==> src/rtl/rle_hex_enc.sv <==
module rle_hex_enc #(
  parameter int SYM_W = 4,
  parameter logic [SYM_W-1:0] ESC = 4'hA,
  parameter int MIN_RUN = 4
) (
  input  logic             clk,
  input  logic             rst_n,
  input  logic             in_valid,
  output logic             in_ready,
  input  logic [SYM_W-1:0] in_data,
  input  logic             in_last,
  output logic             out_valid,
  input  logic             out_ready,
  output logic [SYM_W-1:0] out_data,
  output logic             out_last
);
  localparam int CNT_W = 2 * SYM_W;
  localparam logic [CNT_W-1:0] MAX_C = {CNT_W{1'b1}};
  localparam logic [CNT_W-1:0] MIN_C = CNT_W'(MIN_RUN);
  localparam logic [CNT_W-1:0] GRP_C = CNT_W'(4);
  localparam logic [CNT_W-1:0] ONE_C = CNT_W'(1);

  logic             run_on, flush_pend;
  logic [SYM_W-1:0] run_sym;
  logic [CNT_W-1:0] run_cnt;
  logic             busy, e_enc, e_last;
  logic [SYM_W-1:0] e_sym;
  logic [CNT_W-1:0] e_cnt, e_idx, e_len;

  wire in_fire   = in_valid && in_ready;
  wire out_fire  = busy && out_ready;
  wire same      = run_on && (in_data == run_sym) && (run_cnt != MAX_C);
  wire load_old  = in_fire && run_on && !same;
  wire load_fin  = !busy && flush_pend;
  wire grp_done  = e_idx == e_len - ONE_C;

  assign in_ready  = !busy && !flush_pend;
  assign out_valid = busy;
  assign e_len     = e_enc ? GRP_C : e_cnt;
  assign out_last  = busy && e_last && grp_done;

  always_comb begin
    out_data = e_sym;
    if (e_enc) begin
      case (e_idx)
        CNT_W'(0): out_data = ESC;
        CNT_W'(1): out_data = e_sym;
        CNT_W'(2): out_data = e_cnt[CNT_W-1:SYM_W];
        default:   out_data = e_cnt[SYM_W-1:0];
      endcase
    end
  end

  always_ff @(posedge clk or negedge rst_n) begin
    if (!rst_n) begin
      run_on <= 1'b0; flush_pend <= 1'b0; run_sym <= '0; run_cnt <= '0;
      busy <= 1'b0; e_enc <= 1'b0; e_last <= 1'b0;
      e_sym <= '0; e_cnt <= '0; e_idx <= '0;
    end else begin
      if (out_fire) begin
        if (grp_done) busy <= 1'b0;
        else e_idx <= e_idx + ONE_C;
      end
      if (in_fire) begin
        if (same) run_cnt <= run_cnt + ONE_C;
        else begin
          run_sym <= in_data;
          run_cnt <= ONE_C;
          run_on  <= 1'b1;
        end
        if (in_last) flush_pend <= 1'b1;
      end
      if (load_old || load_fin) begin
        busy   <= 1'b1;
        e_idx  <= '0;
        e_sym  <= run_sym;
        e_cnt  <= run_cnt;
        e_enc  <= (run_cnt >= MIN_C) || (run_sym == ESC);
        e_last <= load_fin;
      end
      if (load_fin) begin
        run_on     <= 1'b0;
        flush_pend <= 1'b0;
      end
    end
  end
endmodule

==> config.mk <==
export PLATFORM = sky130hd
export DESIGN_NAME = rle_hex_enc
export DESIGN_NICKNAME = d
export VERILOG_FILES = /design/src/rtl/rle_hex_enc.sv
export SDC_FILE = /design/constraint.sdc
export NUM_CORES = 1
export LEC_CHECK = 0
export ABC_CLOCK_PERIOD_IN_PS = 3050
export BUFFER_PORTS_ARGS = -buffer_cell sky130_fd_sc_hd__buf_4
export CORE_UTILIZATION = 50
export DETAILED_ROUTE_END_ITERATION = 10
export GPL_ROUTABILITY_DRIVEN = 0
export GPL_TIMING_DRIVEN = 0
export PLACE_DENSITY = 0.7
export SETUP_SLACK_MARGIN = 0.15
export SYNTH_ARGS = -nofsm -noshare
export SYNTH_HDL_FRONTEND = slang
export SYNTH_SLANG_ARGS = --single-unit
==> constraint.sdc <==
create_clock -name clk -period 3.05 [get_ports clk]
set_clock_uncertainty 0.2 [all_clocks]
set_input_delay 0.61 -clock clk [delete_from_list [all_inputs] [get_ports clk]]
set_output_delay 0.61 -clock clk [all_outputs]
set_load 0.05 [all_outputs]
==> qor.csv, run 1 <==
stage,metric,value,unit
clock_tree,worst skew pair latency,280,ps
finish,final core utilization,63.3,%
min_path,worst hold path type,input port to async pin,
critical_path,CP most frequent cell,buf_8,
die,Rows,23,
synth,synth top area cells,"dfrtp_1 (42%), mux2_1 (7.1%), nand2_1 (6.2%), o21ai_1 (5.0%), xnor2_1 (4.3%)",
die,I/O pin cnt,16,
synth,top_reg_cell synth,dfrtp_1,
synth,Synth top area share,41.6,%
finish,post-route cell area,2620,um^2
clock_tree,Num CTS Buffers,5,
critical_path,Worst Path Buf+Inv,3,
synth,area of the mapped netlist,2220,um^2
die,Die ar.,4720,um^2
die,Core ar.,4140,um^2
critical_path,Setup CP Type,flip-flop to output pin,
finish,fin nets,282,
power,NetSw,0.000373,W
sta,Slew Limit Fails,0,
clock_tree,root buffer cell,clkbuf_8,
sta,Max Fclk,299,MHz
status,outcome,finished with violations,
synth,post-synthesis average cell area,9.34,um^2
sta,"Hold Vio Cnt, Final",0,
power,combinational fraction of design power,18.8,%
global_route,largest net degree at the start of global routing,38,
synth,Synth Net Count,254,
placement,DP Area,2440,um^2
critical_path,Startpoint Class,flip-flop,
detailed_routing,residual DRC count,0,
placement,DP HPWL,3.34,mm
synth,Synth cell types,42,
power,internal power,0.000906,W
critical_path,"slowest stage cell, crit path",or3b_4,
power,leakage power,1.25,nW
sta,Hold Slack,80.6,ps
placement,# placed instances,303,
power,PD cells,488,nW/um^2
power,Clock Power Share,33.6,%
global_route,first-pass GRT wire length,7.67,mm
finish,Layout Cells excl Fill,317,
sta,RSZ-0062 raised after global routing,yes,
synth,Syn Inst Count,238,
power,peak supply drop,0.304,mV
sta,Slew @ Worst Pin,468,ps
synth,synth cell count leaders,"dfrtp_1 (37), nand2_1 (37), o21ai_1 (22)",
critical_path,CP Data Required Time,2240,ps
global_route,gr usage total,22.7,%
synth,sequential element share of the synthesized area,41.6,%
synth,number of synthesized flops with an enable pin,0,
detailed_routing,vias,1774,
synth,async set-reset flop share out of synthesis,100,%
power,Final Power,0.00128,W
detailed_routing,Iter 0 DRT Violations,69,
sta,final setup margin,-299,ps
critical_path,cells along the critical path,buf_6 -> buf_8 -> nand2b_4 -> ha_4 -> or3b_4 -> mux2i_1 -> xor2_1 -> o311a_4 -> and2_4 -> and3_4 -> buf_8,
die,starting density of the core,53.7,%
status,failing checks,negative setup slack,
clock_tree,clk slew on worst S/H paths,70,ps
synth,yosys warns,0,
sta,final setup vio count,1,
placement,IO buf count,15,
power,sw frac,29.2,%
global_route,vias in the first global route,1664,
sta,fin crit period,3350,ps
clock_tree,clock buffer depth,2,
critical_path,"CP delay by family, top",simple AND/OR/NAND/NOR gates,
critical_path,WP data arrival,2540,ps
detailed_routing,drt wl/cell,14.3,um
critical_path,Worst R2R Setup Slack,310,ps
clock_tree,clk sink count,37,
flow_run,max cap viols,0,
global_route,Congestion Overflow GR,0,
critical_path,Critical Path Max Stage Delay,380,ps
synth,register bit total from synthesis,37,
die,Die Height,68.7,um
sta,slew margin rel.,68.8,%
detailed_routing,vias per inst,5.60,
synth,Synth area leader,dfrtp_1,
sta,Final period util,110,%
global_route,initial antenna violation count,0,
die,chip width,68.7,um
clock_tree,H-tree depth,2,
finish,share of layout cells above drive strength 1,18.0,%
detailed_routing,drt total wl,4.55,mm
critical_path,CP Max Fanout,3,
critical_path,CP Capture Type,output pin,
finish,Synth-to-Final Area Change,18.0,%
detailed_routing,Pre-antenna DRT Iters,4,
power,sequential share of power,47.7,%
finish,n_diodes,0,
detailed_routing,Post-DRT Antenna Nets,0,
clock_tree,CTS tree,built,
per-stage QoR:
stage / setup slack, ps / setup TNS, ps
floorplan: 35.7 / 0
global placement: -207 / -207
detailed placement: -201 / -201
CTS: -333 / -333
global route: -394 / -394
finish: -299 / -299
sequential cells by signal, indices dropped and copies added, names as in the netlist:
name	flops
e_cnt	8
e_enc	1
e_idx	8
e_last	1
e_sym	4
flush_pend	1
out_valid	1
run_cnt	8
run_on	1
run_sym	4
area by class of cell:
class                           count  area [um^2]
Timing Repair Buffer               21          165
Multi-Input combinational cell    186         1280
Buffer                              7         47.5
Tap cell                           50         62.6
Clock inverter                      1         30.0
Sequential cell                    37          926
Clock buffer                        7         86.3
Inverter                            8         30.0
Fill cell                         381         1520
logic make-up after synthesis:
group / share of synthesized area (%)
simple gates: 21.7
xor+xnor: 5.52
compound gates: 13.5
buf+inv: 2.98
mux: 10.7
flops: 41.6
fa+ha+maj: 3.94
power by group through the flow:
stage                     Clock [W]  Combinational [W]  Sequential, W
after detailed placement          0           0.000232       0.000618
after CTS                  0.000444           0.000232       0.000608
after global placement            0           0.000227       0.000617
after floorplan                   0           0.000181       0.000591
after global routing       0.000463           0.000277       0.000619
final                      0.000430           0.000240       0.000610
cells in the final DEF (no fill, tap or decap), types with 3 or more instances in the layout:
cell / n
nand2_1: 37
nand4_1: 5
inv_1: 6
or4_1: 3
o21ai_0: 4
ha_1: 6
mux2i_1: 8
xnor2_1: 10
and3_1: 4
nand2b_1: 4
nor2_1: 18
clkbuf_8: 6
clkbuf_1: 4
buf_4: 20
nor2b_1: 4
dfrtp_1: 37
o21ai_1: 22
a21oi_1: 7
mux2_1: 14
nand3_1: 4
xor2_1: 3
worst paths after layout:
kind | start | to | cells past startpoint
worst max-delay path | e_enc | out_last | 11
worst min-delay path | rst_n | run_sym[1] | 1
worst max register to register | e_enc | e_idx[7] | 13
worst min register to register | e_last | e_last | 2
max in group asynchronous | rst_n | e_idx[4] | 1
min in group clk | e_last | e_last | 2
routing by layer:
metal  track usage, %  wire (um)
met3             4.28        106
met4             9.90         66
met5                0          0
met1             30.2       2200
met2             35.9       2170
what timing repair did:
| item | CTS | global route |
|---|---|---|
| hold buffers | 0 | 0 |
| buffers inserted | 5 | 1 |
| endpoints found under the hold margin | 0 | 0 |
| setup endpoints to repair | 1 | 3 |
| pin swaps | 2 | 4 |
| gates resized for setup | 2 | 4 |
No activity file was read; power rests on OpenSTA's default activity.
==> run 2, diff against run 1 <==
--- a/config.mk
+++ b/config.mk
@@ -11,7 +11,8 @@
 export DETAILED_ROUTE_END_ITERATION = 10
 export GPL_ROUTABILITY_DRIVEN = 0
 export GPL_TIMING_DRIVEN = 0
-export PLACE_DENSITY = 0.7
+export HOLD_SLACK_MARGIN = 0.05
+export PLACE_DENSITY = 0.69
 export SETUP_SLACK_MARGIN = 0.15
 export SYNTH_ARGS = -nofsm -noshare
 export SYNTH_HDL_FRONTEND = slang
==> run 2 against run 1 <==
The run still ends with negative setup slack left. Combinational power is 5% higher. Count of clock-buffer cells in the layout stayed put. Final cell count is 2.2% higher. Maximum frequency is 1.7% lower. Global-route usage is 0.70 points higher. Worst setup slack worse by 58 ps. First-iteration DRC count is 17% higher. Sequential power hardly changed. Flip-flop and latch count stayed put. Critical path depth stayed put. Critical path type unchanged. Critical endpoint unchanged.
==> qor.csv, run 2 (synthesized netlist as in run 1, its figures left out) <==
stage,metric,value,unit,change
status,outcome,finished with violations,,
status,failing checks,negative setup slack,,
placement,Place WS,-217,ps,-15.8 ps
sta,"Hold Vio Cnt, Final",0,,unchanged
detailed_routing,vias per inst,5.69,,+1.8%
die,Die Height,68.7,um,unchanged
detailed_routing,met2 wire length,2.23,mm,+2.7%
global_route,gr usage total,23.4,%,+0.70 points
critical_path,Worst R2R Setup Slack,240,ps,-70 ps
clock_tree,CTS tree,built,,
finish,largest registers,"e_cnt: 8 flops, e_idx: 8 flops, run_cnt: 8 flops",,
finish,Synth-to-Final Area Change,21.1,%,
clock_tree,Num CTS Buffers,5,,unchanged
sta,Max Fclk,293,MHz,-1.7%
power,sequential share of power,47.2,%,-0.5 points
clock_tree,worst skew pair latency,290,ps,about the same
global_route,Congestion Overflow GR,0,,unchanged
power,sw frac,29.8,%,+0.63 points
flow_run,max cap viols,0,,unchanged
detailed_routing,drt wl/cell,15.0,um,+4.3%
detailed_routing,Pre-antenna DRT Iters,4,,unchanged
clock_tree,root buffer cell,clkbuf_8,,
clock_tree,H-tree depth,2,,unchanged
detailed_routing,residual DRC count,0,,unchanged
sta,Slew Limit Fails,0,,unchanged
sta,Slew @ Worst Pin,471,ps,+2.79 ps
sta,slew margin rel.,68.6,%,-0.19 points
min_path,worst hold path type,input port to async pin,,
global_route,initial antenna violation count,0,,unchanged
clock_tree,clk slew on worst S/H paths,70,ps,about the same
critical_path,RR Startpoint,e_enc,,
power,internal power,0.000908,W,+0.23%
critical_path,WP data arrival,2600,ps,+60 ps
clock_tree,clock buffer depth,2,,unchanged
die,chip width,68.7,um,unchanged
power,combinational fraction of design power,19.5,%,+0.7 points
detailed_routing,highest routed layer,met4,,
critical_path,CP Capture Type,output pin,,
detailed_routing,drt total wl,4.85,mm,+6.6%
die,Core ar.,4140,um^2,unchanged
critical_path,RR Endpoint,e_idx[2],,
die,Rows,23,,unchanged
sta,RSZ-0062 raised after global routing,yes,,
power,peak supply drop,0.377,mV,+24%
die,Die ar.,4720,um^2,unchanged
sta,fin crit period,3410,ps,+58.4 ps
clock_tree,Post-CTS Hold Buffers,0,,unchanged
finish,n_diodes,0,,unchanged
critical_path,Setup CP Type,flip-flop to output pin,,
critical_path,Worst R2R Path Depth,14,,+1
power,Final Power,0.00129,W,+1.1%
placement,DP HPWL,3.30,mm,-1.1%
global_route,vias in the first global route,1710,,+2.8%
finish,share of layout cells above drive strength 1,20.8,%,+2.8 points
detailed_routing,vias,1845,,+4.0%
placement,IO buf count,15,,unchanged
placement,DP Area,2440,um^2,unchanged
finish,most frequent cells in the layout,"nand2_1 (37), dfrtp_1 (36), buf_4 (27)",,
sta,final setup margin,-358,ps,-58.4 ps
die,I/O pin cnt,16,,unchanged
sta,final setup vio count,1,,unchanged
finish,fill count,344,,-9.7%
power,leakage power,1.31,nW,+4.2%
detailed_routing,Post-DRT Antenna Nets,0,,unchanged
global_route,first-pass GRT wire length,7.89,mm,+3.0%
critical_path,CP Data Required Time,2240,ps,about the same
sta,Final period util,112,%,+1.9 points
finish,Layout Cells excl Fill,324,,+2.2%
sta,Hold Slack,72.3,ps,-8.33 ps
finish,"commonest non-fill, non-tap cell in the layout",nand2_1,,
power,NetSw,0.000386,W,+3.3%
finish,Multi-input gate area,1290,um^2,+1.2%
detailed_routing,Iter 0 DRT Violations,81,,+17%
die,starting density of the core,53.7,%,unchanged
global_route,largest net degree at the start of global routing,38,,unchanged
finish,post-route cell area,2690,um^2,+2.6%
finish,Register Area,927,um^2,+0.14%
power,PD cells,481,nW/um^2,-1.5%
critical_path,Startpoint Class,flip-flop,,
detailed_routing,WL met1,2.32,mm,+5.2%
finish,fin nets,289,,+2.5%
power,Clock Power Share,33.3,%,-0.3 points
detailed_routing,met3 routed WL,196,um,+85%
placement,# placed instances,303,,unchanged
clock_tree,clk sink count,37,,unchanged
critical_path,CP Max Fanout,4,,+1
run 2: metrics by stage:
step                TNS (ps)  util [%]
detailed placement      -217      58.8
finish                  -358      65.0
global route            -432      65.0
global placement        -209      58.8
CTS                     -382      63.6
floorplan                  0         -
run 2: what timing repair did:
item | CTS | global route
endpoints found under the setup margin | 1 | 8
pin swaps | 2 | 3
setup buffers | 8 | 5
resized for setup | 4 | 6
run 2: worst max-delay path by stage:
stage          slack [ps]  endpoint   from
3_3_place_gp         -210  out_last  e_enc
3_5_place_dp         -220  out_last  e_enc
4_1_cts              -380  out_last  e_enc
6_report             -360  out_last  e_enc
2_1_floorplan          40  out_last  e_enc
5_1_grt              -430  out_last  e_enc
run 2: area by class of cell:
type                    instances  area share (%)
flip-flops and latches         37            34.4
inverters                       8            1.12
repair buffers                 28            8.09
well taps                      50            2.32
plain buffers                   7            1.77
multi-input cells             186            48.0
clock buffers                   7            3.21
clock inverters                 1            1.12
run 2: critical path: stages, from the launching register on:
cell      delay (ps)
dfrtp_1          360
buf_6            120
buf_8             90
nand2b_4         110
ha_4             130
or3b_4           400
mux2i_2          220
xor2_1           210
o311a_4          210
and2_4           140
and3_4           180
buf_8            140
run 2: power by group through the flow:
stage / sequential [W] / clock (W) / combinational, W
after CTS: 0.000609 / 0.000442 / 0.000240
after global routing: 0.000618 / 0.000455 / 0.000284
after detailed placement: 0.000617 / 0 / 0.000237
after global placement: 0.000618 / 0 / 0.000227
after floorplan: 0.000591 / 0 / 0.000181
final: 0.000611 / 0.000431 / 0.000252
run 2: per-layer routing:
metal	vias up	track usage (%)
met2	38	36.3
li1	912	-
met3	12	5.92
met4	0	8.85
met1	883	31.3
met5	-	0
==> run 3, diff against run 2 <==
==> constraint.sdc (replaced) <==
create_clock -name clk -period 3.05 [get_ports clk]
set_clock_uncertainty 0.2 [all_clocks]
set_input_delay 0.305 -clock clk [delete_from_list [all_inputs] [get_ports clk]]
set_output_delay 0.305 -clock clk [all_outputs]
set_load 0.05 [all_outputs]
==> run 3 against run 2 <==
Global-route usage shrank 0.50 points. Critical endpoint unchanged. Worst setup slack gained 320 ps. Sequential share of layout area grew 0.39 points. The run still ends with negative setup slack left. Largest power group unchanged. Register-to-register slack gained 70 ps. Critical path depth is the same. Final cell count shrank 0.62%. Via count shrank 2.2%. Sequential power shrank 1%. Combinational power shrank 6%. Flip-flop and latch count is the same. Largest cell class unchanged. Wire length shrank 5.1%.
==> qor.csv, run 3 (synthesized netlist as in run 1, its figures left out) <==
stage,metric,value,unit,change
critical_path,CP Capture Type,output pin,,
global_route,vias in the first global route,1712,,+0.12%
clock_tree,CTS tree,built,,
critical_path,WP depth,11,,unchanged
sta,slew margin rel.,69.1,%,+0.47 points
finish,share of layout cells above drive strength 1,17.6,%,-3.2 points
sta,Final period util,101,%,-10 points
critical_path,CP Data Required Time,2540,ps,+300 ps
critical_path,Worst Path Buf+Inv,3,,unchanged
detailed_routing,Pre-antenna DRT Iters,4,,unchanged
placement,DP HPWL,3.34,mm,+0.93%
status,failing checks,negative setup slack,,
sta,RSZ-0062 raised after global routing,yes,,
sta,fin crit period,3090,ps,-315 ps
die,I/O pin cnt,16,,unchanged
power,Clock Power Share,30.4,%,-2.9 points
power,PD cells,453,nW/um^2,-5.7%
clock_tree,clk sink count,37,,unchanged
sta,final setup margin,-42.4,ps,+315 ps
clock_tree,worst skew pair latency,280,ps,about the same
critical_path,Worst R2R Path Depth,8,,-6
die,starting density of the core,53.7,%,unchanged
finish,fin nets,287,,-0.69%
die,Rows,23,,unchanged
placement,DP Area,2400,um^2,-1.4%
global_route,Congestion Overflow GR,0,,unchanged
critical_path,"slowest stage cell, crit path",or3b_4,,
critical_path,CP Max Fanout,3,,-1
critical_path,WP data arrival,2590,ps,about the same
placement,Place WS,-224,ps,-7.40 ps
global_route,largest net degree at the start of global routing,38,,unchanged
global_route,initial antenna violation count,0,,unchanged
critical_path,cells along the critical path,buf_6 -> buf_8 -> nand2b_4 -> ha_4 -> or3b_4 -> mux2i_2 -> xor2_1 -> o311a_4 -> and2_4 -> and3_4 -> buf_8,,
power,combinational fraction of design power,19.7,%,+0.2 points
power,internal power,0.000842,W,-7.3%
finish,n_diodes,0,,unchanged
min_path,worst hold path type,input port to flip-flop,,
critical_path,"CP delay by family, top",simple AND/OR/NAND/NOR gates,,
detailed_routing,Post-DRT Antenna Nets,0,,unchanged
clock_tree,clk slew on worst S/H paths,70,ps,about the same
detailed_routing,vias per inst,5.60,,-1.6%
sta,Max Fclk,323,MHz,+10%
critical_path,Worst R2R Setup Slack,310,ps,+70 ps
global_route,first-pass GRT wire length,7.73,mm,-2.0%
critical_path,Setup CP Type,flip-flop to output pin,,
clock_tree,Num CTS Buffers,5,,unchanged
detailed_routing,WL met1,2.20,mm,-5.1%
critical_path,Critical Path Max Stage Delay,400,ps,about the same
finish,most frequent cells in the layout,"nand2_1 (37), dfrtp_1 (37), o21ai_1 (22)",,
sta,Slew Limit Fails,0,,unchanged
detailed_routing,highest routed layer,met4,,
clock_tree,root buffer cell,clkbuf_8,,
detailed_routing,residual DRC count,0,,unchanged
global_route,gr usage total,22.9,%,-0.50 points
die,Die Height,68.7,um,unchanged
critical_path,crit path to,out_last,,
power,NetSw,0.000363,W,-6.0%
detailed_routing,met3 routed WL,97,um,-51%
die,Die ar.,4720,um^2,unchanged
clock_tree,clock buffer depth,2,,unchanged
detailed_routing,drt wl/cell,14.3,um,-4.5%
finish,largest registers,"e_cnt: 8 flops, e_idx: 8 flops, run_cnt: 8 flops",,
power,sequential share of power,49.9,%,+2.7 points
power,leakage power,1.27,nW,-2.5%
critical_path,RR Endpoint,e_sym[1],,
die,Core ar.,4140,um^2,unchanged
critical_path,CP most frequent cell,buf_8,,
finish,fill count,363,,+5.5%
detailed_routing,drt total wl,4.60,mm,-5.1%
status,outcome,finished with violations,,
critical_path,RR Startpoint,run_cnt[0],,
power,peak supply drop,0.305,mV,-19%
clock_tree,H-tree depth,2,,unchanged
critical_path,Startpoint Class,flip-flop,,
detailed_routing,Iter 0 DRT Violations,81,,unchanged
placement,IO buf count,15,,unchanged
flow_run,max cap viols,0,,unchanged
finish,Synth-to-Final Area Change,19.6,%,
power,sw frac,30.1,%,+0.29 points
sta,"Hold Vio Cnt, Final",0,,unchanged
finish,post-route cell area,2660,um^2,-1.3%
die,chip width,68.7,um,unchanged
detailed_routing,met2 wire length,2.25,mm,+1.0%
sta,Slew @ Worst Pin,464,ps,-6.99 ps
sta,final setup vio count,1,,unchanged
critical_path,CP startpoint,e_enc,,
detailed_routing,vias,1804,,-2.2%
==> run 3: cell types whose count changed in the layout (fill, tap and decap cells not counted), sizes merged <==
cell / previous run / this run
dlygate4sd3: 0 / 5
bufinv: 1 / 0
clkinv: 0 / 1
buf: 32 / 25
==> run 3: how the worst min path moves through the flow <==
stage / slack, ps / endpoint / depth (start not counted) / startpoint
final: 60 / run_sym[3] / 2 / in_data[3]
after global routing: 50 / run_sym[3] / 2 / in_data[3]
after CTS: 50 / run_sym[3] / 2 / in_data[3]
after detailed placement: 90 / run_sym[2] / 1 / rst_n
after global placement: 90 / run_sym[1] / 1 / rst_n
after floorplan: -190 / e_cnt[0] / 0 / rst_n
==> run 3: timing repair <==
action / in CTS / in global routing
resized for setup: 11 / 3
pin swaps: 5 / 3
setup endpoints to repair: 5 / 2
hold buffers: 5 / 0
gates cloned: 0 / 0
setup buffers: 5 / 1
hold endpoints to repair: 41 / 0
==> run 3: metal layers <==
layer  track usage [%]  vias to the layer above
met4              7.29                        0
met2              38.2                       17
met3              5.26                        6
li1                  -                      905
met1              29.1                      876
met5                 0                        -
==> run 3: metrics by stage <==
stage          total power [W]  hold WS (ps)  utilization (%)  cells  TNS, ps
2_1_floorplan         0.000772          -191                -    238        0
3_3_place_gp          0.000834          93.8             58.0    303     -193
3_5_place_dp          0.000842          89.4             58.0    303     -224
4_1_cts                0.00122          52.5             63.8    321     -151
5_1_grt                0.00129          53.3             64.2    322     -158
6_report               0.00121          56.0             64.2    322    -42.4
==> run 3: final cells by class <==
| type | count | area, um^2 | share of cell area (%) |
|---|---|---|---|
| tap | 50 | 62.6 | 2.35 |
| clock inverter | 1 | 5.00 | 0.188 |
| clock buffer | 7 | 96.3 | 3.62 |
| buffer | 7 | 47.5 | 1.79 |
| timing repair buffer | 26 | 215 | 8.09 |
| inverter | 8 | 30.0 | 1.13 |
| multi-input combinational | 186 | 1280 | 48.0 |
| sequential | 37 | 926 | 34.8 |
==> run 3: power by group through the flow <==
| stage | combinational, W | sequential [W] | clock (W) |
|---|---|---|---|
| after global routing | 0.000278 | 0.000608 | 0.000399 |
| after CTS | 0.000238 | 0.000602 | 0.000379 |
| final | 0.000237 | 0.000602 | 0.000367 |
| after detailed placement | 0.000231 | 0.000611 | 0 |
| after floorplan | 0.000182 | 0.000591 | 0 |
| after global placement | 0.000224 | 0.000610 | 0 |
